File: src/rtl/trace_pkg.sv
package trace_pkg;
  typedef enum logic [1:0] {
    MODE_COF    = 2'd0,
    MODE_LOOP   = 2'd1,
    MODE_DETAIL = 2'd2,
    MODE_PC     = 2'd3
  } trace_mode_e;

  typedef enum logic [1:0] {
    KIND_SRC = 2'd0,
    KIND_DST = 2'd1,
    KIND_VEC = 2'd2,
    KIND_DET = 2'd3
  } entry_kind_e;

  typedef enum logic [1:0] {
    CYC_IDLE  = 2'd0,
    CYC_FETCH = 2'd1,
    CYC_MEM   = 2'd2,
    CYC_REG   = 2'd3
  } bus_cyc_e;

  localparam int unsigned KIND_W = 2;
  localparam int unsigned INFO_W = 8;

  function automatic logic [INFO_W-1:0] info_byte(input logic word, input logic wr);
    return {{(INFO_W-2){1'b0}}, wr, word};
  endfunction
endpackage

File: src/rtl/trace_window.sv
module trace_window #(
  parameter int unsigned AW         = 16,
  parameter bit          HAS_WINDOW = 1'b1
) (
  input  logic          en_i,
  input  logic [AW-1:0] lo_i,
  input  logic [AW-1:0] hi_i,
  input  logic [AW-1:0] addr_i,
  output logic          hit_o
);
  generate
    if (HAS_WINDOW) begin : g_win
      assign hit_o = !en_i || ((addr_i >= lo_i) && (addr_i <= hi_i));
    end else begin : g_nowin
      logic unused;
      assign unused = en_i ^ (^lo_i) ^ (^hi_i) ^ (^addr_i);
      assign hit_o  = 1'b1;
    end
  endgenerate
endmodule

File: src/rtl/trace_shadow.sv
module trace_shadow #(
  parameter int unsigned AW = 16
) (
  input  logic          clk_i,
  input  logic          rst_ni,
  input  logic          arm_i,
  input  logic [1:0]    mode_i,
  input  logic          store_i,
  input  logic [AW-1:0] store_addr_i,
  input  logic [AW-1:0] cmp_addr_i,
  output logic          hit_o
);
  logic [1:0]    mode_q;
  logic          vld_q;
  logic [AW-1:0] shadow_q;
  logic          mode_chg;

  assign mode_chg = (mode_i != mode_q);

  always_ff @(posedge clk_i or negedge rst_ni) begin
    if (!rst_ni) begin
      mode_q   <= 2'd0;
      vld_q    <= 1'b0;
      shadow_q <= '0;
    end else begin
      mode_q <= mode_i;
      if (!arm_i) begin
        vld_q <= 1'b0;
      end else if (store_i) begin
        vld_q    <= 1'b1;
        shadow_q <= store_addr_i;
      end else if (mode_chg) begin
        vld_q <= 1'b0;
      end
    end
  end

  // a mode switch in this cycle invalidates the compare immediately
  assign hit_o = vld_q && !mode_chg && (cmp_addr_i == shadow_q);

  assert_shadow_clear_R5: assert property (@(posedge clk_i) disable iff (!rst_ni)
    !arm_i |=> !hit_o);
endmodule

File: src/rtl/trace_select.sv
module trace_select
  import trace_pkg::*;
#(
  parameter int unsigned AW = 16,
  parameter int unsigned DW = 16,
  localparam int unsigned EW = KIND_W + INFO_W + AW + DW
) (
  input  logic          arm_i,
  input  logic [1:0]    mode_i,
  input  logic          cof_valid_i,
  input  logic [1:0]    cof_kind_i,
  input  logic [AW-1:0] cof_addr_i,
  input  logic          shadow_hit_i,
  input  logic          bus_valid_i,
  input  logic [AW-1:0] bus_addr_i,
  input  logic [DW-1:0] bus_data_i,
  input  logic          bus_word_i,
  input  logic          bus_wr_i,
  input  logic [1:0]    bus_cyc_i,
  input  logic          in_win_i,
  input  logic          exec_valid_i,
  input  logic [AW-1:0] exec_pc_i,
  output logic          we_o,
  output logic [EW-1:0] entry_o
);
  logic [KIND_W-1:0] kind;
  logic [INFO_W-1:0] info;
  logic [AW-1:0]     addr;
  logic [DW-1:0]     data;
  logic              cof_ok;
  logic              bus_ok;

  assign cof_ok = cof_valid_i && (cof_kind_i != KIND_DET);
  assign bus_ok = bus_valid_i && (bus_cyc_i == CYC_MEM || bus_cyc_i == CYC_REG) && in_win_i;

  always_comb begin
    we_o = 1'b0;
    kind = KIND_SRC;
    info = '0;
    addr = '0;
    data = '0;
    if (arm_i) begin
      case (mode_i)
        MODE_COF: begin
          we_o = cof_ok;
          kind = cof_kind_i;
          addr = cof_addr_i;
        end
        MODE_LOOP: begin
          // only sources are subject to compression
          we_o = cof_ok && !((cof_kind_i == KIND_SRC) && shadow_hit_i);
          kind = cof_kind_i;
          addr = cof_addr_i;
        end
        MODE_DETAIL: begin
          we_o = bus_ok;
          kind = KIND_DET;
          info = info_byte(bus_word_i, bus_wr_i);
          addr = bus_addr_i;
          data = bus_data_i;
        end
        default: begin
          we_o = exec_valid_i;
          kind = KIND_SRC;
          addr = exec_pc_i;
        end
      endcase
    end
  end

  assign entry_o = {kind, info, addr, data};
endmodule

File: src/rtl/trace_ring.sv
module trace_ring #(
  parameter int unsigned EW    = 42,
  parameter int unsigned DEPTH = 64,
  localparam int unsigned PW = $clog2(DEPTH),
  localparam int unsigned CW = PW + 1
) (
  input  logic          clk_i,
  input  logic          rst_ni,
  input  logic          we_i,
  input  logic [EW-1:0] wdata_i,
  input  logic          rd_en_i,
  output logic [EW-1:0] rdata_o,
  output logic [CW-1:0] count_o,
  output logic          wrap_o
);
  logic [EW-1:0] mem [DEPTH];
  logic [PW-1:0] wr_ptr_q, rd_ptr_q;
  logic [CW-1:0] count_q;
  logic          wrap_q;
  logic          full, do_pop, rd_adv;

  function automatic logic [PW-1:0] nxt(input logic [PW-1:0] p);
    return (p == PW'(DEPTH - 1)) ? '0 : p + 1'b1;
  endfunction

  assign full   = (count_q == CW'(DEPTH));
  assign do_pop = rd_en_i && (count_q != '0);
  // a write into a full ring drops the oldest entry
  assign rd_adv = do_pop || (we_i && full);

  always_ff @(posedge clk_i) begin
    if (we_i) mem[wr_ptr_q] <= wdata_i;
  end

  always_ff @(posedge clk_i or negedge rst_ni) begin
    if (!rst_ni) begin
      wr_ptr_q <= '0;
      rd_ptr_q <= '0;
      count_q  <= '0;
      wrap_q   <= 1'b0;
    end else begin
      if (we_i) begin
        wr_ptr_q <= nxt(wr_ptr_q);
        if (wr_ptr_q == PW'(DEPTH - 1)) wrap_q <= 1'b1;
      end
      if (rd_adv) rd_ptr_q <= nxt(rd_ptr_q);
      if (we_i && !do_pop && !full) count_q <= count_q + 1'b1;
      else if (do_pop && !we_i)     count_q <= count_q - 1'b1;
    end
  end

  assign rdata_o = mem[rd_ptr_q];
  assign count_o = count_q;
  assign wrap_o  = wrap_q;

  assert_count_bound_R12: assert property (@(posedge clk_i) disable iff (!rst_ni)
    count_q <= CW'(DEPTH));
  assert_wrap_sticky_R12: assert property (@(posedge clk_i) disable iff (!rst_ni)
    wrap_q |=> wrap_q);
  assert_full_hold_R12: assert property (@(posedge clk_i) disable iff (!rst_ni)
    (we_i && full) |=> (count_q == CW'(DEPTH)));
  assert_pop_empty_R11: assert property (@(posedge clk_i) disable iff (!rst_ni)
    (rd_en_i && count_q == '0 && !we_i) |=> (count_q == '0));
endmodule

File: src/rtl/trace_capture.sv
module trace_capture
  import trace_pkg::*;
#(
  parameter int unsigned AW    = 16,
  parameter int unsigned DW    = 16,
  parameter int unsigned DEPTH = 64,
  parameter bit          HAS_WINDOW = 1'b1,
  localparam int unsigned EW = KIND_W + INFO_W + AW + DW,
  localparam int unsigned CW = $clog2(DEPTH) + 1
) (
  input  logic          clk_i,
  input  logic          rst_ni,
  input  logic          arm_i,
  input  logic [1:0]    mode_i,
  input  logic          win_en_i,
  input  logic [AW-1:0] win_lo_i,
  input  logic [AW-1:0] win_hi_i,
  input  logic          cof_valid_i,
  input  logic [1:0]    cof_kind_i,
  input  logic [AW-1:0] cof_addr_i,
  input  logic          bus_valid_i,
  input  logic [AW-1:0] bus_addr_i,
  input  logic [DW-1:0] bus_data_i,
  input  logic          bus_word_i,
  input  logic          bus_wr_i,
  input  logic [1:0]    bus_cyc_i,
  input  logic          exec_valid_i,
  input  logic [AW-1:0] exec_pc_i,
  input  logic          rd_en_i,
  output logic [EW-1:0] rd_data_o,
  output logic [CW-1:0] count_o,
  output logic          wrap_o
);
  logic          in_win;
  logic          shadow_hit;
  logic          mem_we;
  logic [EW-1:0] mem_wdata;

  trace_window #(.AW(AW), .HAS_WINDOW(HAS_WINDOW)) u_window (
    .en_i   (win_en_i),
    .lo_i   (win_lo_i),
    .hi_i   (win_hi_i),
    .addr_i (bus_addr_i),
    .hit_o  (in_win)
  );

  trace_shadow #(.AW(AW)) u_shadow (
    .clk_i        (clk_i),
    .rst_ni       (rst_ni),
    .arm_i        (arm_i),
    .mode_i       (mode_i),
    .store_i      (mem_we && (mode_i == MODE_LOOP)),
    .store_addr_i (cof_addr_i),
    .cmp_addr_i   (cof_addr_i),
    .hit_o        (shadow_hit)
  );

  trace_select #(.AW(AW), .DW(DW)) u_select (
    .arm_i        (arm_i),
    .mode_i       (mode_i),
    .cof_valid_i  (cof_valid_i),
    .cof_kind_i   (cof_kind_i),
    .cof_addr_i   (cof_addr_i),
    .shadow_hit_i (shadow_hit),
    .bus_valid_i  (bus_valid_i),
    .bus_addr_i   (bus_addr_i),
    .bus_data_i   (bus_data_i),
    .bus_word_i   (bus_word_i),
    .bus_wr_i     (bus_wr_i),
    .bus_cyc_i    (bus_cyc_i),
    .in_win_i     (in_win),
    .exec_valid_i (exec_valid_i),
    .exec_pc_i    (exec_pc_i),
    .we_o         (mem_we),
    .entry_o      (mem_wdata)
  );

  trace_ring #(.EW(EW), .DEPTH(DEPTH)) u_ring (
    .clk_i   (clk_i),
    .rst_ni  (rst_ni),
    .we_i    (mem_we),
    .wdata_i (mem_wdata),
    .rd_en_i (rd_en_i),
    .rdata_o (rd_data_o),
    .count_o (count_o),
    .wrap_o  (wrap_o)
  );

  assert_disarm_quiet_R10: assert property (@(posedge clk_i) disable iff (!rst_ni)
    !arm_i |-> !mem_we);
  assert_vec_kept_R4: assert property (@(posedge clk_i) disable iff (!rst_ni)
    (arm_i && mode_i == MODE_LOOP && cof_valid_i && cof_kind_i == KIND_VEC) |-> mem_we);
  assert_detail_skip_R7: assert property (@(posedge clk_i) disable iff (!rst_ni)
    (mem_we && mode_i == MODE_DETAIL) |-> (bus_cyc_i == CYC_MEM || bus_cyc_i == CYC_REG));
  assert_loop_dup_R3: assert property (@(posedge clk_i) disable iff (!rst_ni)
    ($past(rst_ni) && $past(arm_i) && arm_i && $past(mode_i) == MODE_LOOP
     && mode_i == MODE_LOOP && $past(mem_we) && $past(cof_kind_i) == KIND_SRC
     && cof_valid_i && cof_kind_i == KIND_SRC && cof_addr_i == $past(cof_addr_i))
    |-> !mem_we);
endmodule

File: config.mk
export PLATFORM = sky130hd
export DESIGN_NAME = trace_capture
export DESIGN_NICKNAME = d
export VERILOG_FILES = /design/src/rtl/trace_pkg.sv /design/src/rtl/trace_window.sv /design/src/rtl/trace_shadow.sv /design/src/rtl/trace_select.sv /design/src/rtl/trace_ring.sv /design/src/rtl/trace_capture.sv
export SDC_FILE = /design/constraint.sdc
export NUM_CORES = 2
export LEC_CHECK = 0
export BUFFER_PORTS_ARGS = -buffer_cell sky130_fd_sc_hd__buf_2
export CORE_MARGIN = 5
export CORE_UTILIZATION = 50
export CTS_BUF_LIST = sky130_fd_sc_hd__clkbuf_4
export CTS_CLUSTER_DIAMETER = 30
export DETAILED_ROUTE_END_ITERATION = 8
export HOLD_SLACK_MARGIN = 0.06
export PLACE_DENSITY = 0.73
export SLEW_MARGIN = 10
export SYNTH_ARGS = -nofsm -noshare
export SYNTH_HDL_FRONTEND = slang
export SYNTH_HIERARCHICAL = 1
export SYNTH_SLANG_ARGS = --single-unit
File: constraint.sdc
create_clock -name clk_i -period 15.55 [get_ports clk_i]
set_input_delay 2.3325 -clock clk_i [delete_from_list [all_inputs] [get_ports clk_i]]
set_output_delay 2.3325 -clock clk_i [all_outputs]
set_load 0.05 [all_outputs]
# Yosys cells after proc, flatten, opt, wreduce, memory -nomap -nowiden
# Memories as Yosys holds them, arrays and structs flattened.
# Cells that the tools add are included.
word_totals:
  regBits: 39
  ramBits: 2688
  input_bits: 112
  output_inout_bits: 50
  word_cells: 74
  mem_count: 1
op_classes:
  addsub: 4
  order_cmp: 2
  n_eq_ne: 11
  muxes: 19
  n_reduce_logical: 30
memory_table:
  columns: ["name", "words", "word_bits", "rd", "rd_clocked_by_memory_dff", "write_ports", "line", "rtl"]
  rows:
  - ["u_ring.mem", 64, 42, 1, 0, 1, "trace_ring.sv:16", "logic [EW-1:0] mem [DEPTH];"]
op_table:
  columns: ["operator", "count"]
  rows:
  - ["16-bit 2-to-1 mux", 3]
  - ["16-bit one-hot mux with 2 select lines", 1]
  - ["16-bit == test", 1]
  - ["16-bit greater-or-equal comparator", 1]
  - ["16-bit <= comparator", 1]
  - ["1-bit logical AND", 14]
  - ["7-bit 2-to-1 mux", 2]
  - ["6-bit by 1-bit adder with 6-bit output, second input constant", 2]
  - ["6-bit == test, second input constant", 2]
  - ["6-bit 2-to-1 mux", 2]
  - ["8-bit 2-to-1 mux", 1]
  - ["7-bit by 1-bit adder with 7-bit output, second input constant", 1]
  - ["7-bit == test, second input constant", 1]
  - ["7-bit nonzero test", 1]
  - ["7-bit by 1-bit subtractor with 7-bit output, second input constant", 1]
  - ["2-bit == test, second input constant", 3]
  - ["1-bit logical NOT", 6]
  - ["1-bit 2-to-1 mux", 6]
  - ["2-bit logical NOT", 2]
  - ["2-bit 2-to-1 mux", 2]
  - ["2-bit one-hot mux with 2 select lines", 1]
  - ["2-bit AND reduction", 2]
  - ["1-bit logical OR", 3]
  - ["3-bit by 1-bit != test with 1-bit output, second input constant", 1]
  - ["other kinds (6)", 6]

# Longest topological paths before layout
logic_depth:
  word_depth: 13
  ltp_mapped: 19
  mapped_depth_nobuf: 18

# Cells and area by module
# Netlist, hierarchy kept.
modules_own_cells:
  columns: ["mod", "instances", "cells_each", "area_per_inst_um2", "seq_area_each_um2"]
  rows:
  - ["trace_ring", 1, 4238, 103195.2, 81217.9]
  - ["trace_shadow", 1, 64, 882.1, 475.5]
  - ["trace_window", 1, 108, 784.5, 0.0]
  - ["trace_select", 1, 95, 675.6, 0.0]
  - ["trace_capture", 1, 1, 8.8, 0.0]

# Worst setup path before layout
# Ideal clock, no wire load.
synth_timing:
  kind: "input-to-reg"
  from: "input port win_hi_i[14]"
  to: "memory u_ring.mem[48][0], enable pin"
  setup_ps: 493
  t_arrival_ps: 7483
  required_time_ps: 15057
  slack_ps: 7573
  path_stages: 13
  n_path_buf: 1
  cell_sequence: "inv_1 -> ha_1 -> a21oi_1 -> nand2_1 -> a221o_1 -> nor3_1 -> o32a_2 -> nand4_1 -> a31oi_1 -> clkbuf_1 -> nor2b_1 -> nand3_1 -> nor3_1"
synth_via:
  elab_chain_cells: 8
synth_rtl:
  columns: ["item", "line", "rtl"]
  rows:
  - ["from (decl)", "trace_capture.sv:17", "input logic [AW-1:0] win_hi_i,"]
  - ["16-bit <= comparator", "trace_window.sv:13", "assign hit_o = !en_i || ((addr_i >= lo_i) && (addr_i <= hi_i));"]
  - ["1-bit logical AND", "trace_window.sv:13", null]
  - ["1-bit logical OR", "trace_window.sv:13", null]
  - ["named net in_win", "trace_capture.sv:34", "logic in_win;"]
  - ["1-bit logical AND", "trace_select.sv:34", "assign bus_ok = bus_valid_i && (bus_cyc_i == CYC_MEM || bus_cyc_i == CYC_REG) && in_win_i;"]
  - ["1-bit one-hot mux with 3 select lines", "trace_select.sv:43", "case (mode_i)"]
  - ["1-bit 2-to-1 mux", "trace_select.sv:42", "if (arm_i) begin"]
  - ["named net mem_we", "trace_capture.sv:36", "logic mem_we;"]
  - ["1-bit 2-to-1 mux", "trace_ring.sv:32", "if (we_i) mem[wr_ptr_q] <= wdata_i;"]
  - ["1-bit 2-to-1 mux (implied by the code)", "trace_ring.sv:32", null]
  - ["to (decl)", "trace_ring.sv:16", null]
# The timed path passes the listed nets, and every way through them passes these cells.

# Final worst setup path
layout_timing:
  from: "register u_ring.rd_ptr_q[0]"
  to: "output port rd_data_o[10]"
layout_via:
  elab_chain_cells: 1
layout_rtl:
  columns: ["item", "line", "rtl"]
  rows:
  - ["from (decl)", "trace_ring.sv:17", "logic [PW-1:0] wr_ptr_q, rd_ptr_q;"]
  - ["from (signal assigned)", "trace_ring.sv:46", "if (rd_adv) rd_ptr_q <= nxt(rd_ptr_q);"]
  - ["memory 64 x 42 bit", null, null]
  - ["to (decl)", "trace_capture.sv:30", "output logic [EW-1:0] rd_data_o,"]
# Every way passes these cells.

==> metrics.md <==
| Metric | Value |
|---|---|
| Full die area | 220,000 sq um |
| CTS tree | yes |
| Crit path max-delay family | buffers and inverters |
| Post-CTS setup buffer count | 0 |
| Post-route antenna net violation count | 0 |
| Req. time, crit path | around 13,000 ps |
| Worst R2R Start | u_shadow/shadow_q[4]$_DFFE_PN0P_ |
| # resized after CTS | 0 |
| Total gr overflow | 0 |
| Worst path slowest cell | dfrtp_4 |
| Slew HR | 0.126 |
| Hold path startpoint | u_ring/wr_ptr_q[2]$_DFFE_PN0P_ |
| Detailed-route DRC error count | 0 |
| PortBufs | 160 |
| Critical path arrival | about 6500 ps |
| Hold Crit Endpoint | u_ring/wr_ptr_q[2]$_DFFE_PN0P_ |
| Final Critical Period | just under 9000 ps |
| CP Cell Sequence | buf_4 -> buf_4 -> buf_12 -> mux4_2 -> a221oi_1 -> o21ai_1 -> a21oi_1 -> nand2_1 -> buf_2 |
| Crit Path Max Fanout | 88 |
| Total Routing Usage GR | 0.239 |
| FF+latch count, synth | about 2,700 |
| RSZ-0062 raised after global routing | false |
| Routed wl met2 | 126 mm |
| M1 WL | a little under 100 mm |
| Reg2Reg Depth | 12 |
| Cell row count | 168 |
| Core area | 210,000 sq um |
| Root buffer cell | clkbuf_4 |
| Yosys top cell area share | 0.765 |
| Io pins | 162 |
| Via count | roughly 53,000 |
| Leakage | between 0.03 and 0.04 uW |
| Cell with the most instances after synthesis | edfxtp_1 |
| Initial Util | 0.503 |
| Area contributors post-synth | edfxtp_1, mux4_2, dfrtp_1 |
| Synth Flop Type | edfxtp_1 |
| Avg Inst Size Synth | 23.4 sq um |
| Synth area leader | edfxtp_1 |
| Worst vdd ir | 336 uV |
| Worst setup EP type | output pin |
| Fmax | 113 MHz |
| Finished Core Util | 0.566 |
| Seq/Total Area, Yosys | 0.774 |
| Outcome | completed |
| PwrDens | approximately 170 nW/um^2 |
| GP Congestion | around 0.8 |
| Type of origin of the critical path | register |
| Routed wl met3 | between 30 and 40 mm |
| H-Tree Depth | 6 |
| Slew Viols, Final | 0 |
| Worst-Skew Late Latency | ~1400 ps |
| Total of max-cap violations | 0 |
| Number of flops mapped to enable cells by yosys | about 2,700 |
| Clock sink total | approximately 2,700 |
| Nets | around 5,400 |
| CP Class | reg2out |
| Synth unique cells | 64 |
| Worst hold path class | reg2reg |
| Worst stage delay on the critical path | roughly 820 ps |
| DRT Pass-1 Iters | 6 |
| Top post-synthesis cells by count | edfxtp_1, mux4_2, nor2_1 |
| DR iter-0 viols | slightly below 7,000 |
| Slew @ Worst Pin | roughly 1300 ps |
| Antenna violations before repair | 11 |
| Hold depth | 1 |
| Final setup violation count | 0 |
| Final TNS setup | 0 ps |
| R2R setup slack | 10,750 ps |
| Detailed Place HPWL | 144 mm |
| Die width | around 470 um |
| Cells after Synth | ~4,500 |
| First-pass GRT wire length | 380 mm |
| Final Hold Violating Endpoints | 0 |
| Area Overhead vs Synth | 12.5% |
| Share of cells above drive strength 1 | 0.390 |
| Vert. Die Dim | between 400 and 500 um |
| Final setup skew | 133 ps |
| YS warnings | 6 |
| Routed wire length | roughly 270 mm |
| CP Buf/Inv Count | 4 |
| Crit Reg-Reg Endpoint | u_ring/mem[35][17]$_DFFE_PP_ |
| Crit-path most repeated cell | buf_4 |
| Synthesized area | 106,000 sq um |
| Largest net degree at the start of global routing | ~150 |
| Clock transition at path regs | ~60 ps |
| Ys async rst share | 0.0143 |
| Final Cycle Share | 0.567 |
| Hold Buf Count CTS | 0 |
| Max Root-Sink Buffers | 4 |
| Vias in the first global route | ~55,000 |
| Vias per cell | 6.22 |
| Drt wl/cell | ~31 um |
| Top layer in use | met5 |
| CTS buffer count | 670 |
==> metrics by stage <==
step                std cells  area (sq um)  total power (uW)  hold WS [ps]  setup WS (ps)
floorplan                4511        106000             12800           459           7570
global placement         7369        110000             14500           473           7940
detailed placement       7370        111000             14500           484           7940
CTS                      8491        119000             20200           497           6460
global route             8506        119000             20900           530           6140
finish                   8509        119000             20000           498           6740
==> cell families after synthesis <==
family / count (synthesis) / share of synthesized area
fa+ha+maj: 40 / 0.00481
xor+xnor: 29 / 0.00241
mux: 900 / 0.178
compound gates: 257 / 0.0155
other cells: 1 / 0.0000355
buf+inv: 281 / 0.0129
simple gates: 271 / 0.0125
flops: 2727 / 0.774
==> power breakdown <==
part	switching, uW	internal [uW]
combinational	3460	2530
clock	2730	2970
sequential	169	8190
total	6360	13700
==> cell usage in the layout (no fill, tap or decap), drive strengths merged, types with 27 or more instances in the layout <==
master  synthesis  routed
edfxtp       2688    2688
clkbuf         90     960
mux4          778     778
buf           150     296
clkinv          0     137
nor2          107     107
mux2i          96      96
o21ai          65      65
a21oi          59      59
inv            41      53
nand2          48      48
ha             39      39
dfrtp          39      39
o22ai          36      36
a22oi          33      33
nor2b          27      27
==> state kept, by name, summed over array words and instances (netlist names) <==
name and cells:
u_ring/mem 2688, u_shadow/shadow_q 16, u_ring/count_o 7, u_ring/rd_ptr_q 6
u_ring/wr_ptr_q 6, u_shadow/mode_q 2, u_ring/wrap_o 1, u_shadow/vld_q 1
==> area by class of cell <==
| class | count | area (sq um) |
|---|---|---|
| fill | 15300 | 91100 |
| sequential | 2727 | 81700 |
| multi-input combinational | 1503 | 23200 |
| clock buffer | 960 | 7210 |
| tap | 2805 | 3510 |
| timing repair buffer | 296 | 1960 |
| clock inverter | 161 | 870 |
| inverter | 41 | 154 |
| antenna | 16 | 40.0 |
==> metal layers <==
metal	vias up	GRT usage
li1	21200	-
met1	27700	0.328
met2	3585	0.366
met3	509	0.0731
met4	4	0.0896
met5	-	0
==> worst max path at each step <==
stage / startpoint / to / cells after the start
final: u_ring/rd_ptr_q[0]$_DFFE_PN0P_ / rd_data_o[10] / 9
after global routing: u_ring/rd_ptr_q[0]$_DFFE_PN0P_ / rd_data_o[10] / 9
after CTS: u_ring/rd_ptr_q[0]$_DFFE_PN0P_ / rd_data_o[10] / 9
after detailed placement: u_ring/rd_ptr_q[0]$_DFFE_PN0P_ / rd_data_o[10] / 9
after global placement: u_ring/rd_ptr_q[0]$_DFFE_PN0P_ / rd_data_o[10] / 9
after floorplan: win_hi_i[14] / u_ring/mem[48][0]$_DFFE_PP_ / 13
Power figures use the tool's default switching activity.
